File: src/rtl/sbox_pkg.sv
package sbox_pkg;
    typedef enum logic {
        ST_ROUTE = 1'b0,
        ST_LOAD  = 1'b1
    } sbox_state_e;

    localparam int PAIRS = 6;
    localparam int P_NE = 0;
    localparam int P_NS = 1;
    localparam int P_NW = 2;
    localparam int P_ES = 3;
    localparam int P_EW = 4;
    localparam int P_SW = 5;
endpackage

File: src/rtl/sbox_cfg_chain.sv
module sbox_cfg_chain #(
    parameter int LEN = 24
) (
    input  logic           clk,
    input  logic           rst_n,
    input  logic           shift,
    input  logic           din,
    output logic [LEN-1:0] bits
);
    logic [LEN-1:0] chain_q;

    always_ff @(posedge clk or negedge rst_n) begin
        if (!rst_n) begin
            chain_q <= '0;
        end else if (shift) begin
            chain_q <= {din, chain_q[LEN-1:1]};
        end
    end

    assign bits = chain_q;

    // configuration holds while not shifting
    p_hold_r8: assert property (@(posedge clk) disable iff (!rst_n)
        !shift |=> $stable(bits));

    // the newest bit sits at the head of the chain
    p_head_r2: assert property (@(posedge clk) disable iff (!rst_n)
        shift |=> bits[LEN-1] == $past(din));
endmodule

File: src/rtl/sbox_track_cell.sv
module sbox_track_cell
    import sbox_pkg::*;
(
    input  logic             clk,
    input  logic             rst_n,
    input  logic             gate,
    input  logic [PAIRS-1:0] sw,
    input  logic             n_i,
    input  logic             e_i,
    input  logic             s_i,
    input  logic             w_i,
    output logic             n_o,
    output logic             e_o,
    output logic             s_o,
    output logic             w_o
);
    always_comb begin
        n_o = gate & ((e_i & sw[P_NE]) | (s_i & sw[P_NS]) | (w_i & sw[P_NW]));
        e_o = gate & ((n_i & sw[P_NE]) | (s_i & sw[P_ES]) | (w_i & sw[P_EW]));
        s_o = gate & ((n_i & sw[P_NS]) | (e_i & sw[P_ES]) | (w_i & sw[P_SW]));
        w_o = gate & ((n_i & sw[P_NW]) | (e_i & sw[P_EW]) | (s_i & sw[P_SW]));
    end

    // an enabled N-E switch carries a signal in both directions
    p_sym_ne_r5: assert property (@(posedge clk) disable iff (!rst_n)
        (gate && sw[P_NE] && n_i) |-> e_o);
    p_sym_en_r5: assert property (@(posedge clk) disable iff (!rst_n)
        (gate && sw[P_NE] && e_i) |-> n_o);

    // a north output whose three switches are off stays low
    p_idle_n_r9: assert property (@(posedge clk) disable iff (!rst_n)
        (sw[P_NE] == 1'b0 && sw[P_NS] == 1'b0 && sw[P_NW] == 1'b0) |-> !n_o);

    // only the north input high cannot raise the north output
    p_noloop_r6: assert property (@(posedge clk) disable iff (!rst_n)
        (n_i && !e_i && !s_i && !w_i) |-> !n_o);
endmodule

File: src/rtl/sbox_disjoint.sv
module sbox_disjoint
    import sbox_pkg::*;
#(
    parameter int W = 4
) (
    input  logic         clk,
    input  logic         rst_n,
    input  logic         cfg_shift,
    input  logic         cfg_din,
    input  logic [W-1:0] n_in,
    input  logic [W-1:0] e_in,
    input  logic [W-1:0] s_in,
    input  logic [W-1:0] w_in,
    output logic [W-1:0] n_out,
    output logic [W-1:0] e_out,
    output logic [W-1:0] s_out,
    output logic [W-1:0] w_out
);
    localparam int CFG_LEN = PAIRS * W;

    sbox_state_e         state_q;
    sbox_state_e         state_d;
    logic                route_en;
    logic [CFG_LEN-1:0]  cfg_bits;

    always_ff @(posedge clk or negedge rst_n) begin
        if (!rst_n) begin
            state_q <= ST_ROUTE;
        end else begin
            state_q <= state_d;
        end
    end

    always_comb begin
        state_d = state_q;
        unique case (state_q)
            ST_ROUTE: if (cfg_shift)  state_d = ST_LOAD;
            ST_LOAD:  if (!cfg_shift) state_d = ST_ROUTE;
            default:  state_d = ST_ROUTE;
        endcase
    end

    always_comb begin
        route_en = 1'b0;
        unique case (state_q)
            ST_ROUTE: route_en = 1'b1;
            ST_LOAD:  route_en = 1'b0;
            default:  route_en = 1'b0;
        endcase
    end

    sbox_cfg_chain #(.LEN(CFG_LEN)) u_chain (
        .clk   (clk),
        .rst_n (rst_n),
        .shift (cfg_shift),
        .din   (cfg_din),
        .bits  (cfg_bits)
    );

    for (genvar t = 0; t < W; t++) begin : g_track
        sbox_track_cell u_cell (
            .clk   (clk),
            .rst_n (rst_n),
            .gate  (route_en),
            .sw    (cfg_bits[t*PAIRS +: PAIRS]),
            .n_i   (n_in[t]),
            .e_i   (e_in[t]),
            .s_i   (s_in[t]),
            .w_i   (w_in[t]),
            .n_o   (n_out[t]),
            .e_o   (e_out[t]),
            .s_o   (s_out[t]),
            .w_o   (w_out[t])
        );
    end

    // a shifting edge enters the blanked state
    p_enter_load_r3: assert property (@(posedge clk) disable iff (!rst_n)
        cfg_shift |=> state_q == ST_LOAD);

    // no output is driven while loading
    p_load_quiet_r3: assert property (@(posedge clk) disable iff (!rst_n)
        state_q == ST_LOAD |-> (n_out == '0 && e_out == '0 && s_out == '0 && w_out == '0));

    // a quiet edge returns to routing
    p_exit_load_r3: assert property (@(posedge clk) disable iff (!rst_n)
        !cfg_shift |=> state_q == ST_ROUTE);
endmodule

File: config.mk
export PLATFORM = sky130hd
export DESIGN_NAME = sbox_disjoint
export DESIGN_NICKNAME = d
export VERILOG_FILES = /design/src/rtl/sbox_pkg.sv /design/src/rtl/sbox_cfg_chain.sv /design/src/rtl/sbox_track_cell.sv /design/src/rtl/sbox_disjoint.sv
export SDC_FILE = /design/constraint.sdc
export NUM_CORES = 1
export LEC_CHECK = 0
export ABC_AREA = 1
export BUFFER_PORTS_ARGS = -buffer_cell sky130_fd_sc_hd__buf_2
export CAP_MARGIN = 20
export CORE_MARGIN = 2
export CORE_UTILIZATION = 40
export CTS_CLUSTER_DIAMETER = 30
export DETAILED_ROUTE_END_ITERATION = 8
export GPL_TIMING_DRIVEN = 0
export PLACE_DENSITY_LB_ADDON = 0.12
export SYNTH_ARGS = -nofsm -noshare
export SYNTH_HDL_FRONTEND = slang
export SYNTH_SLANG_ARGS = --single-unit
File: constraint.sdc
create_clock -name clk -period 1.2 [get_ports clk]
set_input_delay 0.12 -clock clk [delete_from_list [all_inputs] [get_ports clk]]
set_output_delay 0.12 -clock clk [all_outputs]
set_load 0.03 [all_outputs]
* Word level (Yosys, flattened, before mapping)
Cells that the tools add are included.
Storage, ports and cells: register bits after elaboration 25, output and inout bits 16
Operators by class: multiplexer cells 2, bitwise logic cells 97
Operator list (count):
- AND 1 bit | 64
- bitwise OR 1 bit | 32
- one-hot mux 1 bit (2 select lines) | 1
- 2-to-1 mux 1 bit | 1
- inverter 1 bit | 1

* Logic depth before layout (Yosys ltp)
depth in word-level cells 4, gate-level depth with buffers 5

* Modules after synthesis
Synthesis repeated with hierarchy kept, for this count alone.
Second synthesis, totals: cells, all modules 200, area, all modules 1388.8 sq um
By module, submodules not included:
- sbox_cfg_chain | times used 1, cells an instance 102, area each 979.7 sq um, sequential area each 600.6 sq um
- sbox_track_cell | times used 4, cells an instance 24, area each 95.1 sq um, sequential area each 0.0 sq um
- sbox_disjoint | times used 1, cells an instance 2, area each 28.8 sq um, sequential area each 25.0 sq um

* Worst setup path after synthesis
Ideal clock, no wire load.
path type reg-to-output, start reg state_q, end out e_out[0], arrival 0.868 ns, data required time 1.080 ns, path slack 0.212 ns, cell stages (with the launch flop) 6, path buffers 2, path through dfrtp_1 > inv_1 > buf_4 > nand2_1 > inv_1 > buf_4
On the way: cells in the longest elaborated chain, start to end 3
Ends and longest elaborated chain:
- from (decl) | line sbox_disjoint.sv:21 | sbox_state_e state_q;
- from (signal assigned) | line sbox_disjoint.sv:30 | state_q <= state_d;
- inverter 1 bit
- one-hot mux 1 bit (2 select lines) * | line sbox_disjoint.sv:45 | unique case (state_q)
- AND 1 bit * | line sbox_track_cell.sv:19 | e_o = gate & ((n_i & sw[P_NE]) | (s_i & sw[P_ES]) | (w_i & sw[P_EW]));
- to (decl) | line sbox_disjoint.sv:15 | output logic [W-1:0] e_out,
Mark *: on every way between the ends. The rest lies on a longest branch, timed or not.

* Worst setup path after layout
start reg state_q, end out s_out[2]
On the way: cells in the longest elaborated chain, start to end 3
Ends and longest elaborated chain:
- inverter 1 bit
- one-hot mux 1 bit (2 select lines) * | line sbox_disjoint.sv:45
- AND 1 bit * | line sbox_track_cell.sv:20 | s_o = gate & ((n_i & sw[P_NS]) | (e_i & sw[P_ES]) | (w_i & sw[P_SW]));
- to (decl) | line sbox_disjoint.sv:16 | output logic [W-1:0] s_out,
Marks and branches as above.

==> flow_metrics.py <==
metrics = {
    "clocking": {
        "cts_max_level": 1,
        "cts_buffers": 3,
        "cts_tree": "yes",
        "cts_buffer_depth": 2,
        "path_clk_slew_ns": 0.08,
        "clk_latency_ns": 0.26,
        "root_buffer": "clkbuf_8",
        "cts_num_sinks": 25,
    },
    "final_layout": {
        "fin_area_sq_mm": 0.00193,
        "mostFrequentLayoutCells": "nand2_1 (61), dfrtp_1 (25), buf_6 (21), buf_2 (20), inv_2 (16)",
        "diodes": 0,
        "final_common_cell": "nand2_1",
        "fin_nets": 257,
        "drive_gt1_frac": 0.419,
        "area_delta_synth_final_pct": 30.8,
    },
    "worst_hold_path": {
        "holdCritPathClass": "in -> reg",
    },
    "yosys": {
        "syn-cell-area_sq_mm": 0.00147,
        "syn_area_per_cell_sq_um": 7.18,
        "ys_seq_area_frac": 0.425,
        "ys_warn_count": 0,
        "synth_top_area_frac": 0.425,
        "ys_seq_elements": 25,
        "synth_nets": 225,
        "synthDistinctLibCells": 11,
        "synth_area_leaders": "dfrtp_1 (42%), nand2_1 (20%), buf_4 (9.2%)",
        "yosysTopAreaCell": "dfrtp_1",
        "syn-instance-count": 205,
    },
    "critical_path": {
        "required_ns": 1.08,
        "cp_max_fo": 5,
        "critPathKind": "reg -> out",
        "crit_path_end_kind": "output port",
        "startpoint_type": "flip-flop",
        "crit_arrival_ns": 1.12,
    },
    "sta": {
        "rsz0062_at_grt": "yes",
        "post-route-min-period_ns": 1.24,
        "final-max-slew-violation-count": 0,
        "fmax_ghz": 0.809,
        "worst_slack_ns": -0.0358,
        "period_share": 1.03,
        "hold_violations": 0,
        "worstMarginPinSlew_ns": 0.542,
        "relSlewSlack": 0.639,
        "final-setup-viol-count": 14,
        "skew_ns": 0.00732,
        "holdWs_ns": 0.0164,
    },
    "route": {
        "firstDrtPassIters": 4,
        "detail_route.iter0.violations": 19,
        "route.final.wire_length_mm": 3.12,
        "wl_per_cell_microns": 11.0,
        "vias_per_cell": 4.72,
        "antenna_left": 0,
        "drc": 0,
        "via_count": 1341,
    },
    "placement": {
        "io_buffer_count": 35,
        "gp_congestion": 0.775,
        "dpl-instance-area_sq_mm": 0.00171,
        "place_hpwl_mm": 2.25,
    },
    "die": {
        "io_pins": 36,
        "rows": 22,
        "die_w_microns": 64.7,
        "die_area_sq_mm": 0.00418,
        "die_y_microns": 64.7,
        "initial_core_util": 0.408,
        "core_sq_mm": 0.00361,
    },
    "global_route": {
        "grt_pass1_wl_mm": 5.36,
        "grt_pass1_vias": 1211,
        "antenna_found_initial": 0,
        "grt_max_degree": 26,
        "grt-ovfl-total": 0,
        "grt_usage": 0.161,
    },
    "power": {
        "switching_power_mw": 0.839,
        "pwr-share-comb": 0.351,
        "clkPwrFrac": 0.204,
        "internal_power_mw": 1.55,
        "p_per_area_mw_per_mm2": 1240,
        "peakVddDrop_mv": 0.492,
        "leakage_nw": 1.06,
        "p_sw_frac": 0.350,
        "p_seq_frac": 0.445,
    },
    "outcome": {
        "status": "finished with violations",
        "violations": "setup timing",
    },
    "flow_run": {
        "max_cap_violations": 0,
    },
}
## area by class of cell
cell class | count | area, sq um
Fill cell | 360 | 1680
Sequential cell | 25 | 626
Clock buffer | 3 | 41.3
Tap cell | 48 | 60.1
Buffer | 6 | 61.3
Inverter | 30 | 115
Timing Repair Buffer | 43 | 358
Clock inverter | 1 | 5.00
Multi-Input combinational cell | 128 | 661
## logic make-up (layout without fill, tap and decap cells)
family,after synthesis,after routing,synth area share
AOI/OAI and AO/OA,24,24,0.102
DFF,25,25,0.425
buffers and inverters,52,83,0.195
and+or+nand+nor,104,104,0.279
## worst paths after layout
check                           cells after the start              from               end  slack [ns]
worst max register to register                      3  u_chain.bits[17]  u_chain.bits[17]        0.39
worst min-delay path                                1         cfg_shift           state_q        0.02
worst max-delay path                                5           state_q          s_out[2]       -0.04
worst min register to register                      2  u_chain.bits[19]  u_chain.bits[18]        0.55
min in group asynchronous                           2             rst_n  u_chain.bits[23]        0.37
max in group asynchronous                           2             rst_n  u_chain.bits[13]        0.47
## routing by layer
| metal | share of wire | vias up | global-route usage |
|---|---|---|---|
| met4 | 0.0061 | 0 | 0.0479 |
| li1 | - | 672 | - |
| met2 | 0.48 | 26 | 0.276 |
| met5 | 0 | - | 0 |
| met3 | 0.041 | 2 | 0.0156 |
| met1 | 0.47 | 641 | 0.215 |
## Yosys cell counts
library cell / number
dfrtp_1: 25
nand3_1: 16
a21oi_1: 11
buf_4: 18
o21ai_2: 8
o21ai_0: 5
buf_6: 3
nand2_1: 77
nor2_1: 11
buf_2: 1
inv_1: 30
## critical path, stage by stage, from the launching register on
cell	delay (ns)
dfrtp_1	0.40
inv_4	0.10
buf_6	0.14
nand2_2	0.05
inv_2	0.05
buf_6	0.12
## power by group through the flow
stage	registers [mW]	logic (mW)	clock network, mW
2_1_floorplan	1.05	0.530	0
3_3_place_gp	1.09	0.690	0
3_5_place_dp	1.08	0.697	0
4_1_cts	1.07	0.801	0.504
5_1_grt	1.08	0.927	0.539
6_report	1.07	0.840	0.488
## state kept, by name, summed over array words and instances (netlist names)
signal / count
u_chain.bits: 24
state_q: 1
## repair_timing
item                                   CTS  global route
resized for setup                       71            12
setup buffers                            4             2
endpoints found under the hold margin   25             0
gates cloned                             1             0
pin swaps                               20             6
hold buffers                             1             0
setup endpoints to repair               16            16
## metrics by stage
step / utilization / setup TNS, ns / setup WS (ns) / cells / power (mW)
detailed placement: 0.474 / -0.360 / -0.0420 / 288 / 1.78
global route: 0.534 / -1.28 / -0.0992 / 284 / 2.55
CTS: 0.517 / -0.787 / -0.0768 / 282 / 2.37
global placement: 0.474 / -0.349 / -0.0410 / 288 / 1.78
finish: 0.534 / -0.394 / -0.0358 / 284 / 2.39
floorplan: - / 0 / 0.212 / 205 / 1.58
(Power assumes the default switching activity.)
